==> src/rtl/bm_regs_pkg.sv <==
package bm_regs_pkg;
  localparam logic [7:0] CMD_KEEP_MASK = 8'h09;
  localparam int         RUN_BIT       = 0;
  localparam int         DIR_BIT       = 3;
  localparam int         ST_ACTIVE     = 0;
  localparam int         ST_ERROR      = 1;
  localparam int         ST_IRQ        = 2;
  localparam logic [2:0] OFF_CMD       = 3'd0;
  localparam logic [2:0] OFF_STATUS    = 3'd2;

  typedef struct packed {
    logic loadPtr;
    logic baseWr;
  } strobe_t;
endpackage

==> src/rtl/bm_ctrl.sv <==
module bm_ctrl
  import bm_regs_pkg::*;
#(
  parameter int UNIT_W = 1
) (
  input  logic              clk,
  input  logic              rstN,
  input  logic              regWrEn,
  input  logic [2:0]        regOffset,
  input  logic [7:0]        regWrByte,
  input  logic              devIrq,
  input  logic              xferPending,
  input  logic              walkBusy,
  input  logic              walkDone,
  input  logic              walkErr,
  input  logic              unitSet,
  input  logic [UNIT_W-1:0] unitNum,
  output strobe_t           strb,
  output logic [7:0]        cmdQ,
  output logic [7:0]        statusQ,
  output logic              walkLaunch,
  output logic              walkHalt,
  output logic              unitValid,
  output logic [UNIT_W-1:0] unitCur
);
  logic activeQ, errQ, irqQ, stopPend, devIrqQ;
  logic cmdWr, stsWr, goUp, goDown, devRise;

  assign cmdWr   = regWrEn && (regOffset == OFF_CMD);
  assign stsWr   = regWrEn && (regOffset == OFF_STATUS);
  assign goUp    = cmdWr && regWrByte[RUN_BIT] && !cmdQ[RUN_BIT];
  assign goDown  = cmdWr && !regWrByte[RUN_BIT] && cmdQ[RUN_BIT];
  assign devRise = devIrq && !devIrqQ;

  always_comb begin
    strb.loadPtr = goUp;
    strb.baseWr  = regWrEn && regOffset[2];
    statusQ      = 8'h00;
    statusQ[ST_ACTIVE] = activeQ;
    statusQ[ST_ERROR]  = errQ;
    statusQ[ST_IRQ]    = irqQ;
  end

  always_ff @(posedge clk) begin
    if (!rstN) begin
      cmdQ       <= 8'h00;
      activeQ    <= 1'b0;
      errQ       <= 1'b0;
      irqQ       <= 1'b0;
      stopPend   <= 1'b0;
      devIrqQ    <= 1'b0;
      walkLaunch <= 1'b0;
      walkHalt   <= 1'b0;
      unitValid  <= 1'b0;
      unitCur    <= '0;
    end else begin
      walkLaunch <= 1'b0;
      walkHalt   <= 1'b0;
      devIrqQ    <= devIrq;
      if (cmdWr) cmdQ <= regWrByte & CMD_KEEP_MASK;

      if (goUp) begin
        stopPend <= 1'b0;
        if (!activeQ) begin
          activeQ    <= 1'b1;
          walkLaunch <= xferPending;
        end
      end else if (walkDone) begin
        activeQ  <= 1'b0;
        stopPend <= 1'b0;
      end else if (goDown || stopPend) begin
        if (!walkBusy) begin
          activeQ  <= 1'b0;
          stopPend <= 1'b0;
          walkHalt <= activeQ;
        end else begin
          stopPend <= 1'b1;
        end
      end

      if (walkErr)                          errQ <= 1'b1;
      else if (stsWr && regWrByte[ST_ERROR]) errQ <= 1'b0;
      if (devRise)                          irqQ <= 1'b1;
      else if (stsWr && regWrByte[ST_IRQ])   irqQ <= 1'b0;

      if (walkDone) begin
        unitValid <= 1'b0;
      end else if (unitSet) begin
        unitValid <= 1'b1;
        unitCur   <= unitNum;
      end
    end
  end


  stop_waits_busy_chk: assert property (@(posedge clk) disable iff (!rstN)
    $fell(activeQ) |-> ($past(walkDone) || !$past(walkBusy)));

  launch_needs_active_chk: assert property (@(posedge clk) disable iff (!rstN)
    walkLaunch |-> activeQ);

  status_write_keeps_active_chk: assert property (@(posedge clk) disable iff (!rstN)
    $past(stsWr && !walkDone && !stopPend) |-> (activeQ == $past(activeQ)));

  irq_rise_latched_chk: assert property (@(posedge clk) disable iff (!rstN)
    $rose(devIrq) |=> irqQ);

  no_launch_halt_overlap_chk: assert property (@(posedge clk) disable iff (!rstN)
    !(walkLaunch && walkHalt));
endmodule

==> src/rtl/bm_datapath.sv <==
module bm_datapath
  import bm_regs_pkg::*;
#(
  parameter int DATA_W = 32
) (
  input  logic              clk,
  input  logic              rstN,
  input  strobe_t           strb,
  input  logic [2:0]        regOffset,
  input  logic [1:0]        regSize,
  input  logic [DATA_W-1:0] regWrData,
  input  logic [7:0]        cmdQ,
  input  logic [7:0]        statusQ,
  output logic [DATA_W-1:0] regRdData,
  output logic [DATA_W-1:0] walkTablePtr
);
  localparam int LANES = DATA_W / 8;
  localparam int LW    = $clog2(LANES) + 1;

  logic [DATA_W-1:0] baseQ, wrShifted, rdShifted, widthMask;
  logic [LW-1:0]     relLane, nBytes;

  assign relLane   = LW'(regOffset[1:0]);
  assign nBytes    = (regSize == 2'd0) ? LW'(1) : (regSize == 2'd1) ? LW'(2) : LW'(LANES);
  assign wrShifted = regWrData << {regOffset[1:0], 3'b000};
  assign rdShifted = baseQ >> {regOffset[1:0], 3'b000};

  for (genvar i = 0; i < LANES; i++) begin : g_lane
    logic laneHit;
    logic [7:0] laneData;
    assign laneHit  = strb.baseWr && (LW'(i) >= relLane) && (LW'(i) < relLane + nBytes);
    if (i == 0) begin : g_low
      assign laneData = wrShifted[7:0] & 8'hFC;
    end else begin : g_up
      assign laneData = wrShifted[8*i +: 8];
    end
    always_ff @(posedge clk) begin
      if (!rstN)        baseQ[8*i +: 8] <= 8'h00;
      else if (laneHit) baseQ[8*i +: 8] <= laneData;
    end
  end

  always_ff @(posedge clk) begin
    if (!rstN)             walkTablePtr <= '0;
    else if (strb.loadPtr) walkTablePtr <= baseQ;
  end

  always_comb begin
    case (regSize)
      2'd0:    widthMask = DATA_W'(8'hFF);
      2'd1:    widthMask = DATA_W'(16'hFFFF);
      default: widthMask = '1;
    endcase
    if (regOffset[2])                  regRdData = rdShifted & widthMask;
    else if (regOffset == OFF_CMD)     regRdData = DATA_W'(cmdQ);
    else if (regOffset == OFF_STATUS)  regRdData = DATA_W'(statusQ);
    else                               regRdData = '0;
  end


  base_low_bits_zero_chk: assert property (@(posedge clk) disable iff (!rstN)
    walkTablePtr[1:0] == 2'b00);

  ptr_reload_chk: assert property (@(posedge clk) disable iff (!rstN)
    $past(strb.loadPtr) |-> (walkTablePtr == $past(baseQ)));
endmodule

==> src/rtl/bm_dma_regs.sv <==
module bm_dma_regs
  import bm_regs_pkg::*;
#(
  parameter int DATA_W = 32,
  parameter int UNIT_W = 1
) (
  input  logic              clk,
  input  logic              rstN,
  input  logic              regWrEn,
  input  logic [2:0]        regOffset,
  input  logic [1:0]        regSize,
  input  logic [DATA_W-1:0] regWrData,
  output logic [DATA_W-1:0] regRdData,
  input  logic              devIrq,
  output logic              hostIrq,
  input  logic              xferPending,
  input  logic              walkBusy,
  input  logic              walkDone,
  input  logic              walkErr,
  input  logic              unitSet,
  input  logic [UNIT_W-1:0] unitNum,
  output logic              walkLaunch,
  output logic              walkHalt,
  output logic              walkDir,
  output logic [DATA_W-1:0] walkTablePtr,
  output logic              unitValid,
  output logic [UNIT_W-1:0] unitCur
);
  strobe_t    strb;
  logic [7:0] cmdQ, statusQ;

  assign hostIrq = devIrq;
  assign walkDir = cmdQ[DIR_BIT];

  bm_ctrl #(.UNIT_W(UNIT_W)) u_ctrl (
    .clk(clk), .rstN(rstN), .regWrEn(regWrEn), .regOffset(regOffset),
    .regWrByte(regWrData[7:0]), .devIrq(devIrq), .xferPending(xferPending),
    .walkBusy(walkBusy), .walkDone(walkDone), .walkErr(walkErr),
    .unitSet(unitSet), .unitNum(unitNum), .strb(strb), .cmdQ(cmdQ),
    .statusQ(statusQ), .walkLaunch(walkLaunch), .walkHalt(walkHalt),
    .unitValid(unitValid), .unitCur(unitCur)
  );

  bm_datapath #(.DATA_W(DATA_W)) u_dp (
    .clk(clk), .rstN(rstN), .strb(strb), .regOffset(regOffset),
    .regSize(regSize), .regWrData(regWrData), .cmdQ(cmdQ), .statusQ(statusQ),
    .regRdData(regRdData), .walkTablePtr(walkTablePtr)
  );
endmodule

==> config.mk <==
export PLATFORM = sky130hd
export DESIGN_NAME = bm_dma_regs
export DESIGN_NICKNAME = d
export VERILOG_FILES = /design/src/rtl/bm_regs_pkg.sv /design/src/rtl/bm_ctrl.sv /design/src/rtl/bm_datapath.sv /design/src/rtl/bm_dma_regs.sv
export SDC_FILE = /design/constraint.sdc
export NUM_CORES = 1
export LEC_CHECK = 0
export BUFFER_PORTS_ARGS = -buffer_cell sky130_fd_sc_hd__buf_2
export CAP_MARGIN = 30
export CORE_ASPECT_RATIO = 0.9
export CORE_UTILIZATION = 35
export DETAILED_ROUTE_END_ITERATION = 8
export SYNTH_ARGS = -nofsm -noshare
export SYNTH_HDL_FRONTEND = slang
export SYNTH_SLANG_ARGS = --single-unit
export TNS_END_PERCENT = 1
==> constraint.sdc <==
create_clock -name clk -period 2.5 [get_ports clk]
set_input_delay 0.5 -clock clk [delete_from_list [all_inputs] [get_ports clk]]
set_output_delay 0.5 -clock clk [all_outputs]
set_load 0.05 [all_outputs]
; ---- Word level (Yosys, flattened, before mapping)
; Index checks and enable logic that the tools add are counted.
[word_totals]
reg_bits = 71
output_inout_bits = 70
elab_cells = 82
[classes]
n_addsub = 1
magnitude_cmp = 8
n_eq_ne = 3
shift = 2
n_mux = 15
n_bitwise = 5
n_reduce_logical = 33
[op_table]
columns = operator, count
row1 = $mux W32, 2
row2 = $pmux W32 S2, 1
row3 = $and A32 B32 Y32, 1
row4 = $shl A32 B5 Y32, 1
row5 = $shr A32 B5 Y32, 1
row6 = $logic_and A1 B1 Y1, 18
row7 = $mux W1, 9
row8 = $mux W3, 3
row9 = $lt A1 B3 Y1 const A, 2
row10 = $lt A2 B3 Y1 const A, 2
row11 = $reduce_or A3 Y1, 2
row12 = $reduce_or A5 Y1, 1
row13 = $ge A1 B2 Y1 const A, 2
row14 = $ge A2 B2 Y1 const A, 2
row15 = $not A1 Y1, 4
row16 = $reduce_and A2 Y1, 2
row17 = $reduce_bool A2 Y1, 2
row18 = $add A2 B3 Y3, 1
row19 = $eq A3 B2 Y1 const B, 1
row20 = $logic_not A1 Y1, 3
row21 = $logic_not A3 Y1, 1
row22 = $ne A3 B1 Y1 const B, 1
row23 = $reduce_bool A3 Y1, 1
row24 = $eq A2 B1 Y1 const B, 1
row25 = 3 further kinds, 3

; ---- Longest topological paths before layout
; Gate-level depths: netlist (run 1).
[logic_depth]
ltp_word = 8
depth_mapped = 9

; ---- By module
; From an unflattened synthesis (run 1), not the netlist that was laid out.
[hier_totals]
cells_unflattened = 448
area_unflattened_um2 = 4254.1
[modules_own_cells]
columns = mod, instances, cells_each, area_each_um2, seq_area_each_um2
row1 = bm_datapath, 1, 385, 3649.8, 1201.2
row2 = bm_ctrl, 1, 62, 596.8, 220.2
row3 = bm_dma_regs, 1, 1, 7.5, 0.0

; ---- Worst setup path before layout (run 1)
; Ideal clock, no wire load.
[synth_timing]
path_kind = input -> output
startpoint = input regOffset[1]
endpoint = output regRdData[4]
arrival_ns = 2.402
required_ns = 2.000
slack_ns = -0.402
cell_stages = 5
n_path_buf = 3
cell_sequence = buf_2 > buf_2 > buf_2 > a211oi_1 > a211oi_1
[synth_via]
elab_chain_len = 3
[synth_rtl]
columns = item, line
row1 = "start, declared", bm_dma_regs.sv:10  ; input logic [2:0] regOffset,
row2 = $shr A32 B5 Y32, bm_datapath.sv:26  ; assign rdShifted = baseQ >> {regOffset[1:0], 3'b000};
row3 = $and A32 B32 Y32, bm_datapath.sv:54  ; if (regOffset[2]) regRdData = rdShifted & widthMask;
row4 = $mux W32, bm_datapath.sv:54
row5 = "end, declared", bm_dma_regs.sv:13  ; output logic [DATA_W-1:0] regRdData,
; No other way between the ends.

; ---- Worst setup path after layout (run 1)
[layout_timing]
startpoint = input regSize[1]
endpoint = output regRdData[12]
[layout_via]
elab_chain_len = 4
word_cells_on_any_way = 5
classes_between = 1 x eq/ne / 2 x mux / 1 x bitwise / 1 x reduce/logical
[layout_rtl]
columns = item, line
row1 = "start, declared", bm_dma_regs.sv:11  ; input logic [1:0] regSize,
row2 = $eq A2 B1 Y1 or $logic_not A2 Y1 (tied branches), bm_datapath.sv:49  ; case (regSize)
row3 = $pmux W32 S2 (*), bm_datapath.sv:49
row4 = $and A32 B32 Y32 (*), bm_datapath.sv:54
row5 = $mux W32 (*), bm_datapath.sv:54
; Every way passes the cells marked *; elsewhere a longest branch is shown, timed or not.

==> run metrics, run 1 <==
delay-heaviest family, CP compound AO/OA/AOI/OAI gates; drt total wl about 14000 um; Setup Skew 0.00543 ns; data required time of the worst path 2.00 ns; WL/cell about 19 um; worst r2r src u_ctrl.cmdQ[0]; ys async rst share 0; CTS tree yes; FP Rows 36; HP Class input port to flip-flop; Setup CP Type input port to output port; total CTS buffers 9; post-synthesis sequential area ratio 0.356; layout cell share with drive strength beyond 1 0.353; Crit. End Element output port; cell with the most instances on the worst path buf_2; hold_buf cts 0; status finished, final reports clean; Startpoint Class input port; Slew Limit Fails 0; CP bufs+invs 3; WHS Path Cells 2; RSZ-0062 raised after global routing false; post-route cell area between 0.005 and 0.006 mm2; Arrival @ worst endpoint 1.87 ns; post-synthesis cell area 0.00399 mm2; Placeable Area between 0.01 and 0.015 mm2; EDFF count, synth 0; number of synthesis warnings 0; number of port buffers approximately 110; Die W between 100 and 150 um; Slowest-stage cell, CP o21ai_0; Die Ht between 100 and 150 um; PwrDens roughly 580 mW/mm2; # diodes 0; clock sink count between 70 and 80; clk root buf clkbuf_16; maximum clock insertion buffer count 2; placed inst area about 0.0048 mm2; CP Launch Point regSize[1]; Reg clk slew, reported paths approximately 0.06 ns; drt drc 0; CP Cell Sequence buf_2 -> o21ai_0 -> buf_2 -> nor2_1 -> buf_2; Peak supply drop about 0.26 mV; Tmin final about 2.4 ns; largest net degree at the start of global routing 37; CP peak stage delay between 0.6 and 0.7 ns; R2R Path End u_ctrl.walkHalt; initial core utilization 0.365; DR iter-0 viols approximately 300; top flop regs u_dp.baseQ: 30 flops, u_dp.walkTablePtr: 30 flops, u_ctrl.cmdQ: 2 flops; fmax around 0.42 GHz; first-pass GRT wire length 20900 um; worst rel slew slack 0.426; htree depth 3; Area Overhead vs Synth 27.3%; final hold violations 0; Final WS setup about 0.13 ns; vias in the first global route between 3000 and 4000; synthesis-stage register bit count between 70 and 80; initial antenna violation count 0; R2R cell count 4; Final period util 0.950; DR vias/cell about 5.3; Detail Route Antenna Nets 0; gpl congestion 0.931; Slew @ Worst Pin around 0.85 ns; Final setup viols 0; post-synthesis instance total 450; clock latency at the later pin of the worst-skew pair approximately 0.33 ns; Post-layout nets a little over 600; post-CTS setup buffer count 0; hpwl dp slightly above 10000 um; mean post-synth cell area ~8.9 um2; reg-to-reg setup timing slack 1.02 ns; Worst Path Max Fanout 5; Primary FF master, synth dfxtp_1; min-delay src unitSet; drt first pass iters 4; synth unique cells roughly 50; Leak Pwr between 2 and 2.5 nW; Worst Hold Endpoint u_ctrl.unitValid; GRT Residual Overflow 0; CTS resizes 0; DR vias roughly 3800; DP Worst Slack ~0.1 ns; Max-cap violations 0; GRT Overall Usage 0.236; Die ar. between 0.01 and 0.015 mm2; I/O pin cnt between 100 and 150
## per-layer routing
metal / wire length [um] / track usage
met1: 6720 / 0.341
met2: 5690 / 0.349
met3: 739 / 0.0466
met4: 369 / 0.0839
met5: 0 / 0
## final cells by class
class	count	area (um2)
fillers	1100	5860
multi-input cells	328	2280
flip-flops and latches	71	1420
repair buffers	146	871
clock buffers	11	253
well taps	152	190
clock inverters	5	38.8
inverters	8	30.0
## synth_stat cells, types with 2 or more instances
cell	n	area, um2
mux2i_1	26	260
mux4_2	8	180
a31oi_1	2	12.5
buf_6	7	78.8
a32o_1	3	30.0
nor3_1	9	45.0
nor2b_1	13	81.3
inv_1	6	22.5
nand2b_1	3	18.8
clkinv_1	2	7.51
nor3b_1	2	15.0
o21ai_0	4	20.0
a21oi_1	42	210
clkbuf_1	17	63.8
buf_1	2	7.51
nand2_1	40	150
a2111oi_0	7	61.3
mux2_2	24	270
buf_2	12	60.1
nor2_1	22	82.6
dfxtp_1	71	1420
a211oi_1	8	60.1
and3_1	2	12.5
o21a_1	2	15.0
a22oi_1	15	113
and2_1	9	56.3
buf_4	5	37.5
nand3_1	31	155
a22o_1	9	78.8
o21ai_1	28	140
## power by group
group	switching, W	internal, W	leakage [nW]	total (W)
combinational	0.000307	0.000192	1.47	0.000499
clock	0.000512	0.000733	0.143	0.00124
sequential	0.0000400	0.00116	0.575	0.00120
total	0.000859	0.00208	2.18	0.00294
## worst max path at each step
stage	depth (start not counted)	end	slack, ns
after global routing	5	regRdData[13]	0.02
after global placement	4	regRdData[12]	-0.01
final	5	regRdData[12]	0.13
after floorplan	5	regRdData[4]	-0.40
after CTS	5	regRdData[12]	0.14
after detailed placement	9	u_dp.baseQ[31]	0.10
## placed cells by master (no fill, tap or decap), drive strengths merged, types with 2 or more instances in the layout
| cell | count |
|---|---|
| a31oi | 2 |
| nor3b | 2 |
| o21ai | 32 |
| a22oi | 15 |
| conb | 2 |
| mux2i | 26 |
| a21oi | 42 |
| nor2 | 22 |
| and2 | 9 |
| a22o | 9 |
| nand3 | 31 |
| clkbuf | 11 |
| nor3 | 9 |
| nand2b | 3 |
| a211oi | 8 |
| clkinv | 4 |
| nand2 | 41 |
| nor4b | 2 |
| nor2b | 13 |
| dfxtp | 71 |
| a2111oi | 8 |
| a32o | 3 |
| buf | 146 |
| and3 | 2 |
| mux2 | 24 |
| mux4 | 8 |
| o21a | 2 |
| inv | 8 |
## stage by stage
step | power (W) | utilization | hold WS [ns] | std cells | setup TNS (ns)
2_1_floorplan | 0.00153 | - | 0.413 | 451 | -4.33
3_3_place_gp | 0.00171 | 0.437 | 0.441 | 704 | -0.0494
3_5_place_dp | 0.00172 | 0.438 | 0.462 | 705 | 0
4_1_cts | 0.00296 | 0.464 | 0.378 | 721 | 0
5_1_grt | 0.00304 | 0.464 | 0.397 | 721 | 0
6_report | 0.00294 | 0.464 | 0.383 | 721 | 0
## cell families after synthesis
kind of cell	synth area share
compound gates	0.207
xor+xnor	0.00219
buf+inv	0.0746
fa+ha+maj	0.00815
flops	0.356
mux	0.178
simple gates	0.173
other cells	0.000939
Power figures use the tool's default switching activity.
==> run 2: changes to the inputs <==
--- a/constraint.sdc
+++ b/constraint.sdc
@@ -3,2 +3,2 @@
 set_output_delay 0.5 -clock clk [all_outputs]
-set_load 0.05 [all_outputs]
+set_load 0.1 [all_outputs]
==> run metrics, run 2 (synthesis gave the netlist of run 1 again) <==
layout cell share with drive strength beyond 1 0.390 (+0.0365); final total power 0.00304 W (+3.4%); Die W 115 um (unchanged); GRT Residual Overflow 0 (unchanged); CTS tree yes; Setup Skew 0.00282 ns (-0.00261 ns); # fillers 1015 (-7.7%); status finished, final reports clean; CP Cell Sequence buf_2 -> buf_4 -> nor2b_1 -> buf_4 -> a22oi_1 -> nor2_2 -> buf_12; DR iter-0 viols 314 (+6.1%); Switching Share 0.294 (+0.00242); Slew @ Worst Pin 0.566 ns (-0.286 ns); non-filler cells, final 719 (-0.28%); post-CTS setup buffer count 0 (unchanged); clk root buf clkbuf_16; clock sink count 71 (unchanged); clock latency at the later pin of the worst-skew pair 0.33 ns (about the same); Peak supply drop 0.313 mV (+20%); Post-layout nets 612 (-0.16%); drt drc 0 (unchanged); Crit. End Element output port; setup TNS 0 ns (unchanged); Startpoint Class input port; sw power 0.000895 W (+4.2%); hpwl dp 10300 um (+1.4%); worst rel slew slack 0.623 (+0.197); initial antenna violation count 0 (unchanged); Die Ht 103 um (unchanged); number of port buffers 114 (unchanged); Placeable Area 0.0109 mm2 (unchanged); drt total wl 13400 um (-0.61%); largest net degree at the start of global routing 35 (-5.4%); Leak Pwr 2.27 nW (+4.1%); GRT Overall Usage 0.240 (+0.00355); Slowest-stage cell, CP buf_4; Slew Limit Fails 0 (unchanged); initial core utilization 0.365 (unchanged); Setup CP Type input port to output port; hold_buf cts 0 (unchanged); HP Class input port to flip-flop; Gate power share 0.202 (+0.032); Flop pwr share 0.394 (-0.014); Tmin final 2.34 ns (-0.0377 ns); Area Overhead vs Synth 40.9%; maximum clock insertion buffer count 2 (unchanged); I/O pin cnt 117 (unchanged); first-pass GRT wire length 21200 um (+1.4%); Arrival @ worst endpoint 1.84 ns (-0.03 ns); Worst Path Max Fanout 17 (+12); fin util 0.514 (+0.0494); # diodes 0 (unchanged); cell with the most instances on the worst path buf_4; Clock power frac 0.404 (-0.019); Final setup viols 0 (unchanged); drt first pass iters 5 (+1); data required time of the worst path 2.00 ns (about the same); Max-cap violations 0 (unchanged); Detail Route Antenna Nets 0 (unchanged); Post-Place Cells 704 (-0.14%); final hold violations 0 (unchanged); Reg clk slew, reported paths 0.06 ns (about the same); WL/cell 18.7 um (-0.34%); Internal Pwr Total 0.00215 W (+3.0%); gpl congestion 0.890 (-4.4%); most common cell after layout, fill and taps aside buf_2; top flop regs u_dp.baseQ: 30 flops, u_dp.walkTablePtr: 30 flops, u_ctrl.cmdQ: 2 flops; DR vias/cell 5.34 (about the same); fmax 0.428 GHz (+1.6%); vias in the first global route 3808 (+3.8%); RSZ-0062 raised after global routing false; CP bufs+invs 4 (+1); DR vias 3836 (-0.34%); total CTS buffers 9 (unchanged); htree depth 3 (unchanged); most frequent cells in the layout buf_2 (83), dfxtp_1 (71), a21oi_1 (42); FP Rows 36 (unchanged); Final period util 0.935 (-0.0151); Die ar. 0.0118 mm2 (unchanged); CTS resizes 0 (unchanged); delay-heaviest family, CP buffers and inverters; PwrDens 541 mW/mm2 (-6.5%); CP peak stage delay 0.27 ns (-0.41 ns)
-- run 2: cell types whose count changed in the layout (fill, tap and decap cells not counted), moves of 2 or more --
cell	previous run	this run
clkbuf_8	2	0
a211oi_1	8	4
clkinv_2	1	5
buf_2	115	83
nor2_1	22	6
buf_12	5	35
nor2_2	0	16
inv_6	2	0
a211oi_4	0	4
-- run 2: layout make-up --
cell class,instances,area [um2],share of cell area
Clock buffer,10,229,0.0407
Tap cell,152,190,0.0338
Inverter,8,31.3,0.00556
Clock inverter,5,50.0,0.00890
Sequential cell,71,1420,0.253
Multi-Input combinational cell,328,2380,0.424
Timing Repair Buffer,145,1320,0.234
-- run 2: final timing paths --
path                    start                    end  slack (ns)  cells after the start
max              regOffset[1]          regRdData[15]        0.16                      7
min                   walkErr            u_ctrl.errQ        0.37                      2
max reg2reg    u_ctrl.cmdQ[0]  u_dp.walkTablePtr[11]        1.08                      4
min reg2reg  u_ctrl.unitValid       u_ctrl.unitValid        0.46                      1
-- run 2: power by group through the flow --
stage                     registers (W)  logic [W]  clock network, W
final                           0.00120   0.000616           0.00123
after global routing            0.00120   0.000654           0.00130
after CTS                       0.00120   0.000611           0.00125
after detailed placement        0.00122   0.000609                 0
after global placement          0.00122   0.000605                 0
after floorplan                 0.00123   0.000391                 0
-- run 2: worst reg2reg max path, stage by stage, from the launching register on --
cell      delay (ns)
dfxtp_1         0.43
nand2b_1        0.47
buf_12          0.22
o21ai_1         0.08
a21oi_1         0.15
-- run 2: per-stage QoR --
stage	worst slack, ns	hold slack (ns)	area, um2
after global routing	0.0576	0.368	5620
after detailed placement	0.0170	0.457	5350
after global placement	0.111	0.444	5350
after CTS	0.128	0.360	5620
final	0.163	0.371	5620
after floorplan	-0.124	0.413	4100
-- run 2: metal layers --
| layer | vias up | wire length [um] | global-route usage |
|---|---|---|---|
| li1 | 1856 | - | - |
| met4 | 0 | 240 | 0.0799 |
| met3 | 19 | 931 | 0.0554 |
| met5 | - | 0 | 0 |
| met2 | 160 | 5820 | 0.369 |
| met1 | 1801 | 6440 | 0.332 |
==> run 3: changes to the inputs <==
Settings changed: CORE_ASPECT_RATIO 0.9 to 0.8.
==> run metrics, run 3 (synthesis gave the netlist of run 1 again) <==
area occupied by multi-input gates 0.00238 mm2 (unchanged); Slowest-stage cell, CP and3_1; maximum clock insertion buffer count 2 (unchanged); CP Cell Sequence buf_2 -> buf_12 -> nor2_1 -> and3_1 -> and2_1 -> buf_12; initial antenna violation count 0 (unchanged); CP peak stage delay 0.36 ns (+0.09 ns); sw power 0.000913 W (+2.0%); worst r2r src u_ctrl.cmdQ[0]; R2R Path End u_ctrl.walkHalt; Tmin final 2.28 ns (-0.0586 ns); critical path depth in cells 6 (-1); first-pass GRT wire length 21100 um (-0.33%); RSZ-0062 raised after global routing false; htree depth 3 (unchanged); largest net degree at the start of global routing 43 (+23%); Final WS setup 0.222 ns (+0.0586 ns); Internal Pwr Total 0.00249 W (+16%); setup TNS 0 ns (unchanged); CP bufs+invs 3 (-1); R2R cell count 4 (unchanged); Arrival @ worst endpoint 1.78 ns (-0.06 ns); Startpoint Class input port; final hold violations 0 (unchanged); Detail Route Antenna Nets 0 (unchanged); Worst Path Max Fanout 38 (+21); most frequent cells in the layout buf_2 (83), dfxtp_1 (71), a21oi_1 (42); I/O pin cnt 117 (unchanged); hold_buf cts 0 (unchanged); Leak Pwr 2.30 nW (+1.4%); clock latency at the later pin of the worst-skew pair 0.33 ns (about the same); fmax 0.439 GHz (+2.6%); top flop regs u_dp.baseQ: 30 flops, u_dp.walkTablePtr: 30 flops, u_ctrl.cmdQ: 2 flops; Critical Path Sink regRdData[25]; most common cell after layout, fill and taps aside buf_2; Max-cap violations 0 (unchanged); layout cell share with drive strength beyond 1 0.392 (+0.00176); PwrDens 597 mW/mm2 (+10%); clock sink count 71 (unchanged); post-CTS setup buffer count 0 (unchanged); cell with the most instances on the worst path buf_12; Post-layout nets 612 (unchanged); clk root buf clkbuf_16; Switching Share 0.269 (-0.0256); Final period util 0.911 (-0.0235); WL/cell 18.8 um (+0.70%); Die ar. 0.0118 mm2 (about the same); non-filler cells, final 711 (-1.1%); drt drc 0 (unchanged); Reg clk slew, reported paths 0.06 ns (about the same); data required time of the worst path 2.00 ns (about the same); worst rel slew slack 0.581 (-0.0419); DR vias 3947 (+2.9%); CTS resizes 0 (unchanged); number of port buffers 114 (unchanged); GRT Overall Usage 0.234 (-0.00589); final total power 0.00340 W (+12%); register area 0.00142 mm2 (unchanged); hpwl dp 10000 um (-2.2%); gpl congestion 0.874 (-1.7%); Final setup viols 0 (unchanged); status finished, final reports clean; CTS tree yes; drt total wl 13400 um (-0.42%); placed inst area 0.00532 mm2 (-0.42%); FP Rows 34 (-5.6%); Slew Limit Fails 0 (unchanged); Post-Place Cells 696 (-1.1%); DR iter-0 viols 413 (+32%); Crit. End Element output port; HP Class input port to flip-flop; initial core utilization 0.364 (-0.000998); Flop pwr share 0.352 (-0.042); DR vias/cell 5.55 (+4.1%); total CTS buffers 9 (unchanged); Die W 121 um (+6.0%); reg-to-reg setup timing slack 0.96 ns (-0.12 ns); CP Launch Point regOffset[0]; Placeable Area 0.0110 mm2 (+0.27%); Setup Skew 0.00697 ns (+0.00415 ns); vias in the first global route 3854 (+1.2%); Setup CP Type input port to output port; delay-heaviest family, CP simple AND/OR/NAND/NOR gates; # diodes 0 (unchanged); Area Overhead vs Synth 42.5%; GRT Residual Overflow 0 (unchanged); # fillers 1041 (+2.6%); drt first pass iters 4 (-1); Peak supply drop 0.395 mV (+26%); Slew @ Worst Pin 0.629 ns (+0.0628 ns); Die Ht 97.5 um (-5.6%); post-route cell area 0.00569 mm2 (+1.2%); Gate power share 0.179 (-0.023); DP Worst Slack 0.00995 ns (-0.00700 ns); Clock power frac 0.469 (+0.065)
==> run 3: cell types whose count changed in the layout (fill, tap and decap cells not counted) <==
cell and delta:
clkbuf_8 +1, buf_12 -1, inv_6 +1, clkinv_2 -4, bufinv_16 +3, clkbuf_1 -1
buf_4 +1
==> run 3: how the worst min path moves through the flow <==
stage                                start                end  slack [ns]  depth (start not counted)
final                              unitSet   u_ctrl.unitValid        0.38                          2
after global routing               unitSet   u_ctrl.unitValid        0.39                          2
after CTS                          unitSet   u_ctrl.unitValid        0.37                          2
after detailed placement  u_ctrl.unitValid   u_ctrl.unitValid        0.46                          1
after global placement    u_ctrl.unitValid   u_ctrl.unitValid        0.44                          1
after floorplan             u_ctrl.activeQ  u_ctrl.walkLaunch        0.41                          1
==> run 3: power groups by stage <==
stage,sequential (W),combinational [W],clock [W]
6_report,0.00120,0.000608,0.00159
5_1_grt,0.00120,0.000644,0.00166
2_1_floorplan,0.00123,0.000391,0
3_5_place_dp,0.00122,0.000601,0
4_1_cts,0.00120,0.000604,0.00161
3_3_place_gp,0.00122,0.000594,0
==> run 3: area by class of cell <==
type	count	share of cell area
Clock buffer	10	0.0420
Clock inverter	5	0.0226
Inverter	8	0.00550
Multi-Input combinational cell	328	0.419
Sequential cell	71	0.250
Tap cell	144	0.0317
Timing Repair Buffer	145	0.230
==> run 3: metrics by stage <==
stage / utilization / hold WS (ns)
final: 0.518 / 0.379
after global routing: 0.518 / 0.393
after CTS: 0.518 / 0.374
after detailed placement: 0.485 / 0.455
after global placement: 0.485 / 0.441
after floorplan: - / 0.413
==> run 3: metal layers <==
metal | vias up | routed length, um | GRT usage
met4 | 0 | 101 | 0.0522
li1 | 1861 | - | -
met5 | - | 0 | 0
met1 | 1894 | 6280 | 0.341
met3 | 10 | 1110 | 0.0505
met2 | 182 | 5890 | 0.348
